**config.mk**
```make
export PLATFORM = sky130hd
export DESIGN_NAME = uart_csr_bank
export DESIGN_NICKNAME = d
export VERILOG_FILES = /design/src/rtl/uart_csr_bank.sv
export SDC_FILE = /design/constraint.sdc
export NUM_CORES = 1
export LEC_CHECK = 0
export BUFFER_PORTS_ARGS = -buffer_cell sky130_fd_sc_hd__buf_2
export CAP_MARGIN = 5
export CORE_MARGIN = 2
export CORE_UTILIZATION = 45
export CTS_CLUSTER_DIAMETER = 150
export DETAILED_ROUTE_END_ITERATION = 6
export GPL_TIMING_DRIVEN = 1
export PLACE_DENSITY = 0.67
export SLEW_MARGIN = 20
export SYNTH_ARGS = -nofsm -noshare
export SYNTH_HDL_FRONTEND = slang
export SYNTH_SLANG_ARGS = --single-unit
```
**constraint.sdc**
```tcl
create_clock -name clk -period 3.65 [get_ports clk]
set_clock_uncertainty 0.15 [all_clocks]
set_input_delay 0.1825 -clock clk [delete_from_list [all_inputs] [get_ports clk]]
set_output_delay 0.1825 -clock clk [all_outputs]
set_load 0.01 [all_outputs]
```
**src/rtl/uart_csr_bank.sv**
```systemverilog
`timescale 1ns/1ps
module uart_csr_bank #(
  parameter int AW = 6,
  parameter int RW = 16,
  parameter int CW = 8
) (
  input  logic          clk,
  input  logic          rst_n,
  input  logic [AW-1:0] bus_addr,
  input  logic          bus_wr,
  input  logic          bus_rd,
  input  logic [RW-1:0] bus_wdata,
  output logic [RW-1:0] bus_rdata,
  input  logic          rx_valid,
  input  logic [CW-1:0] rx_data,
  input  logic          rx_ferr,
  input  logic          rx_perr,
  output logic          tx_valid,
  output logic [CW-1:0] tx_data,
  input  logic          tx_ack,
  output logic          rx_irq,
  output logic          tx_irq
);
  localparam int WIN   = 16;
  localparam int ON_B  = RW - 1;
  localparam int RDY_B = 0, FE_B = 1, PE_B = 2, IDL_B = 3, EMP_B = 4, FUL_B = 5;
  localparam int RXE_B = 8, TXE_B = 9;
  localparam logic [RW-1:0] HW_MASK = RW'(6'h3F);

  logic [RW-1:0] mode_q, stat_q, baud_q;
  logic [CW-1:0] slot_q;
  logic [RW-1:0] old_v, new_v, stat_mix;

  wire       in_win  = bus_addr < AW'(WIN);
  wire [1:0] grp     = bus_addr[3:2];
  wire [1:0] act     = bus_addr[1:0];
  wire       mode_on = mode_q[ON_B];

  wire hit_mode = bus_wr && in_win && grp == 2'd0;
  wire hit_stat = bus_wr && in_win && grp == 2'd1;
  wire hit_baud = bus_wr && in_win && grp == 2'd3;
  wire hit_tx   = bus_wr && in_win && bus_addr[3:0] == 4'd8;
  wire rd_slot  = bus_rd && in_win && bus_addr[3:0] == 4'd9;

  wire rx_take = rx_valid && mode_on && stat_q[RXE_B];
  wire tx_go   = hit_tx && mode_on && stat_q[TXE_B] && !tx_irq;

  always_comb begin
    case (grp)
      2'd0:    old_v = mode_q;
      2'd1:    old_v = stat_q;
      2'd3:    old_v = baud_q;
      default: old_v = '0;
    endcase
    case (act)
      2'd0: new_v = bus_wdata;
      2'd1: new_v = old_v & ~bus_wdata;
      2'd2: new_v = old_v | bus_wdata;
      default: new_v = old_v ^ bus_wdata;
    endcase
    stat_mix = (stat_q & HW_MASK) | (new_v & ~HW_MASK);
  end

  always_comb begin
    bus_rdata = '0;
    if (in_win) begin
      case (bus_addr[3:0])
        4'd0:    bus_rdata = mode_q;
        4'd4:    bus_rdata = stat_q;
        4'd9:    bus_rdata = RW'(slot_q);
        4'd12:   bus_rdata = baud_q;
        default: bus_rdata = '0;
      endcase
    end
  end

  always_ff @(posedge clk) begin
    if (!rst_n) begin
      mode_q <= '0; stat_q <= '0; baud_q <= '0; slot_q <= '0;
      rx_irq <= 1'b0; tx_irq <= 1'b0; tx_valid <= 1'b0; tx_data <= '0;
    end else begin
      tx_valid <= tx_go;
      if (tx_ack) tx_irq <= 1'b0;
      if (tx_go) begin
        tx_data <= bus_wdata[CW-1:0];
        tx_irq  <= 1'b1;
      end
      if (hit_stat) stat_q <= stat_mix;
      if (hit_baud) baud_q <= new_v;
      if (rd_slot) begin
        stat_q[RDY_B] <= 1'b0;
        rx_irq        <= 1'b0;
      end
      if (rx_take) begin
        slot_q        <= rx_data;
        stat_q[RDY_B] <= 1'b1;
        stat_q[FE_B]  <= rx_ferr;
        stat_q[PE_B]  <= rx_perr;
        rx_irq        <= 1'b1;
      end
      if (hit_stat && !stat_mix[RXE_B]) begin
        rx_irq <= 1'b0;
        stat_q[RDY_B] <= 1'b0; stat_q[FE_B] <= 1'b0; stat_q[PE_B] <= 1'b0;
      end
      if (hit_stat && !stat_mix[TXE_B]) begin
        tx_irq <= 1'b0;
        stat_q[FUL_B] <= 1'b0; stat_q[EMP_B] <= 1'b1;
      end
      if (hit_mode) begin
        mode_q <= new_v;
        if (!new_v[ON_B]) begin
          rx_irq <= 1'b0; tx_irq <= 1'b0;
          stat_q[RDY_B] <= 1'b0; stat_q[FE_B] <= 1'b0; stat_q[PE_B] <= 1'b0;
          stat_q[FUL_B] <= 1'b0;
          stat_q[IDL_B] <= 1'b1; stat_q[EMP_B] <= 1'b1;
        end
      end
    end
  end

  p_off_quiet_r4: assert property (@(posedge clk) disable iff (!rst_n)
    !mode_q[ON_B] |-> (!rx_irq && !tx_irq));
  p_rx_off_r5: assert property (@(posedge clk) disable iff (!rst_n)
    !stat_q[RXE_B] |-> (!rx_irq && !stat_q[RDY_B]));
  p_tx_off_r6: assert property (@(posedge clk) disable iff (!rst_n)
    !stat_q[TXE_B] |-> !tx_irq);
  p_irq_matches_ready_r7: assert property (@(posedge clk) disable iff (!rst_n)
    rx_irq == stat_q[RDY_B]);
  p_read_drains_r8: assert property (@(posedge clk) disable iff (!rst_n)
    (rd_slot && !rx_valid) |=> !rx_irq);
  p_strobe_raises_irq_r10: assert property (@(posedge clk) disable iff (!rst_n)
    tx_valid |-> tx_irq);
  p_single_strobe_r10: assert property (@(posedge clk) disable iff (!rst_n)
    tx_valid |=> !tx_valid);
  p_ack_clears_r11: assert property (@(posedge clk) disable iff (!rst_n)
    (tx_ack && !tx_go) |=> !tx_irq);
endmodule

```
==> results.json <==
{
  "slew_viol_final": 0,
  "outcome": "finished, final reports clean",
  "wl_met2_um": 4860,
  "gp_congestion": 0.834,
  "critPathArrivalTime_ns": 2.58,
  "grt_pass1_vias": 3290,
  "ys_types": 40,
  "die_w_um": 98.6,
  "wire_per_inst_um": 15.8,
  "layout-drive-gt1-share": 0.202,
  "routed_wl_um": 9870,
  "row_count": 34,
  "vdd_drop_max_uv": 158,
  "numCtsBuffers": 9,
  "post_cts_buffers": 0,
  "drc": 0,
  "synth-compound-area-share": 0.0994,
  "nNetsFinal": 581,
  "synth.avg_cell_area_um2": 9.20,
  "ys.warnings.count": 0,
  "dpl_worst_slack_ns": 0.850,
  "cp.depth": 7,
  "clk_pin_slew_ns": 0.07,
  "start_kind": "flip-flop",
  "postRouteAntennaNets": 0,
  "r2r_cells": 7,
  "finalWorstSetupSlack_ns": 1.12,
  "synth_top_family_by_area": "multiplexers",
  "critPathLaunch": "mode_q[15]",
  "synth_edf_count": 0,
  "synth_fa_ha_area_frac": 0.0994,
  "required_ns": 3.70,
  "place_hpwl_um": 6810,
  "path_max_fanout": 6,
  "r2r-end": "stat_q[1]",
  "powerDensity_nw_per_um2": 312,
  "worstPathCellList": "mux2i_1 -> nor2_1 -> a21oi_1 -> ha_1 -> mux4_2 -> o41ai_2 -> nor4_1",
  "synth-simple-area-share": 0.178,
  "ios": 65,
  "syn_nets": 508,
  "maxCapViolCount": 0,
  "fin_hold_ws_ns": 0.0104,
  "antenna_found_initial": 0,
  "post-route-min-period_ns": 2.53,
  "hold_path.class": "in -> reg",
  "cts_sinks": 67,
  "crit_type": "reg -> reg",
  "start_util": 0.462,
  "critPathCapture": "stat_q[1]",
  "slowest_delay_ns": 0.55,
  "max_freq_ghz": 0.396,
  "die_area_um2": 9730,
  "grt_max_degree": 33,
  "htree_num_levels": 3,
  "hold_viol_final": 0,
  "num_vias": 3260,
  "top_layer": "met4",
  "synth_seq_area_share": 0.333,
  "post-route-period-util": 0.692,
  "cts_tree": "done",
  "end_kind": "flip-flop",
  "finalSetupViolCount": 0,
  "fillerInstances": 803,
  "syn_to_final_growth_pct": 18.1,
  "rrSetupSlack_ns": 1.12,
  "syn_inst": 438,
  "crit_path_top_delay_cell": "mux4_2",
  "cts_buffer_depth": 2,
  "core_um2": 8720,
  "synth_seq_cells": 67,
  "relSlewSlack": 0.485,
  "ctsResizeCount": 0,
  "grt-ovfl-total": 0,
  "async_reset_ff_frac": 0,
  "grt_pass1_wl_um": 16300,
  "clk_latency_ns": 0.34,
  "portBuffers": 64,
  "synthMuxAreaShare": 0.214,
  "p_leak_nw": 2.17,
  "synth.cell_area_um2": 4030,
  "layout_common_cells": "dfxtp_1 (67), buf_2 (64), mux2i_1 (50), nand2_1 (50), inv_1 (48)",
  "final_common_cell": "dfxtp_1",
  "r2r_start": "mode_q[15]",
  "rsz0062_at_grt": "false",
  "dr.pass1.iters": 6,
  "synth_xor_area_frac": 0.00217,
  "viasPerCell": 5.22,
  "cp_num_buf_inv": 0,
  "tightest_slew_ns": 0.772,
  "crit_family": "compound AO/OA/AOI/OAI gates",
  "clock-root-buffer": "clkbuf_8",
  "grt_usage": 0.212,
  "fp.dieH_um": 98.6,
  "wirelength_met1_um": 4490,
  "wl_met3_um": 411,
  "synth-main-ff-cell": "dfxtp_1",
  "drt_iter0_drc": 186,
  "ctsHoldBuffers": 17,
  "setup_tns_ns": 0,
  "num_antenna_cells": 0
}
==> stage by stage <==
stage | util | cells | area, um2 | power, mW
after floorplan | - | 438 | 4030 | 0.873
after global placement | 0.506 | 591 | 4420 | 0.921
after detailed placement | 0.506 | 591 | 4420 | 0.928
after CTS | 0.546 | 624 | 4760 | 1.50
after global routing | 0.546 | 624 | 4760 | 1.55
final | 0.546 | 624 | 4760 | 1.48
==> how the worst min path moves through the flow <==
stage,from,end,slack (ns),cells after the start
after global placement,rx_data[4],slot_q[4],0.28,3
final,bus_wdata[7],tx_data[7],0.01,3
after global routing,bus_wdata[7],tx_data[7],0.02,3
after floorplan,rx_data[7],slot_q[7],0.18,2
after detailed placement,rx_data[3],slot_q[3],0.29,3
after CTS,bus_wdata[7],tx_data[7],0.005,3
==> registers in the layout, summed over array words and instances (netlist names) <==
name and count:
slot_q 8, rx_irq 1, tx_data 8, tx_irq 1, baud_q 16, tx_valid 1, mode_q 16, stat_q 16
==> report_power, final <==
part / switching (mW) / total (mW) / internal (mW)
combinational: 0.0960 / 0.185 / 0.0894
sequential: 0.00336 / 0.740 / 0.736
clock: 0.276 / 0.559 / 0.283
total: 0.376 / 1.48 / 1.11
==> cells in the mapped netlist, drive strengths merged, types with 11 or more instances <==
cell     n  share of area
mux4    16          0.089
a21boi  24          0.045
a21oi   11          0.014
ha      32          0.099
nand2   50          0.047
nor2b   36          0.056
inv     48          0.045
mux2i   50           0.12
clkbuf  12          0.011
buf     14          0.019
nor2    33          0.031
dfxtp   67           0.33
==> worst reg2reg max path, cell delays in order (launching register included) <==
cell	delay [ns]
dfxtp_1	0.36
mux2i_1	0.14
nor2_1	0.06
a21oi_1	0.22
ha_1	0.28
mux4_2	0.55
o41ai_2	0.50
nor4_1	0.13
==> cells by family (layout without fill, tap and decap cells) <==
kind of cell    Yosys count  in the layout
simple gates            143            143
buf+inv                  74            152
flops                    67             67
mux                      66             66
compound gates           55             55
fa+ha+maj                32             32
xor+xnor                  1              1
==> cell type report <==
type	instances	area, um2	area share
multi-input combinational	297	2390	0.501
timing repair buffer	88	543	0.114
sequential	67	1340	0.282
tap	108	135	0.0284
clock inverter	2	10.0	0.00210
clock buffer	14	163	0.0342
inverter	48	180	0.0379
==> routing by layer <==
| metal | up-vias | global-route usage |
|---|---|---|
| li1 | 1618 | - |
| met5 | - | 0 |
| met4 | 0 | 0.0537 |
| met2 | 75 | 0.364 |
| met3 | 8 | 0.0383 |
| met1 | 1559 | 0.278 |
No activity file was read; power rests on OpenSTA's default activity.
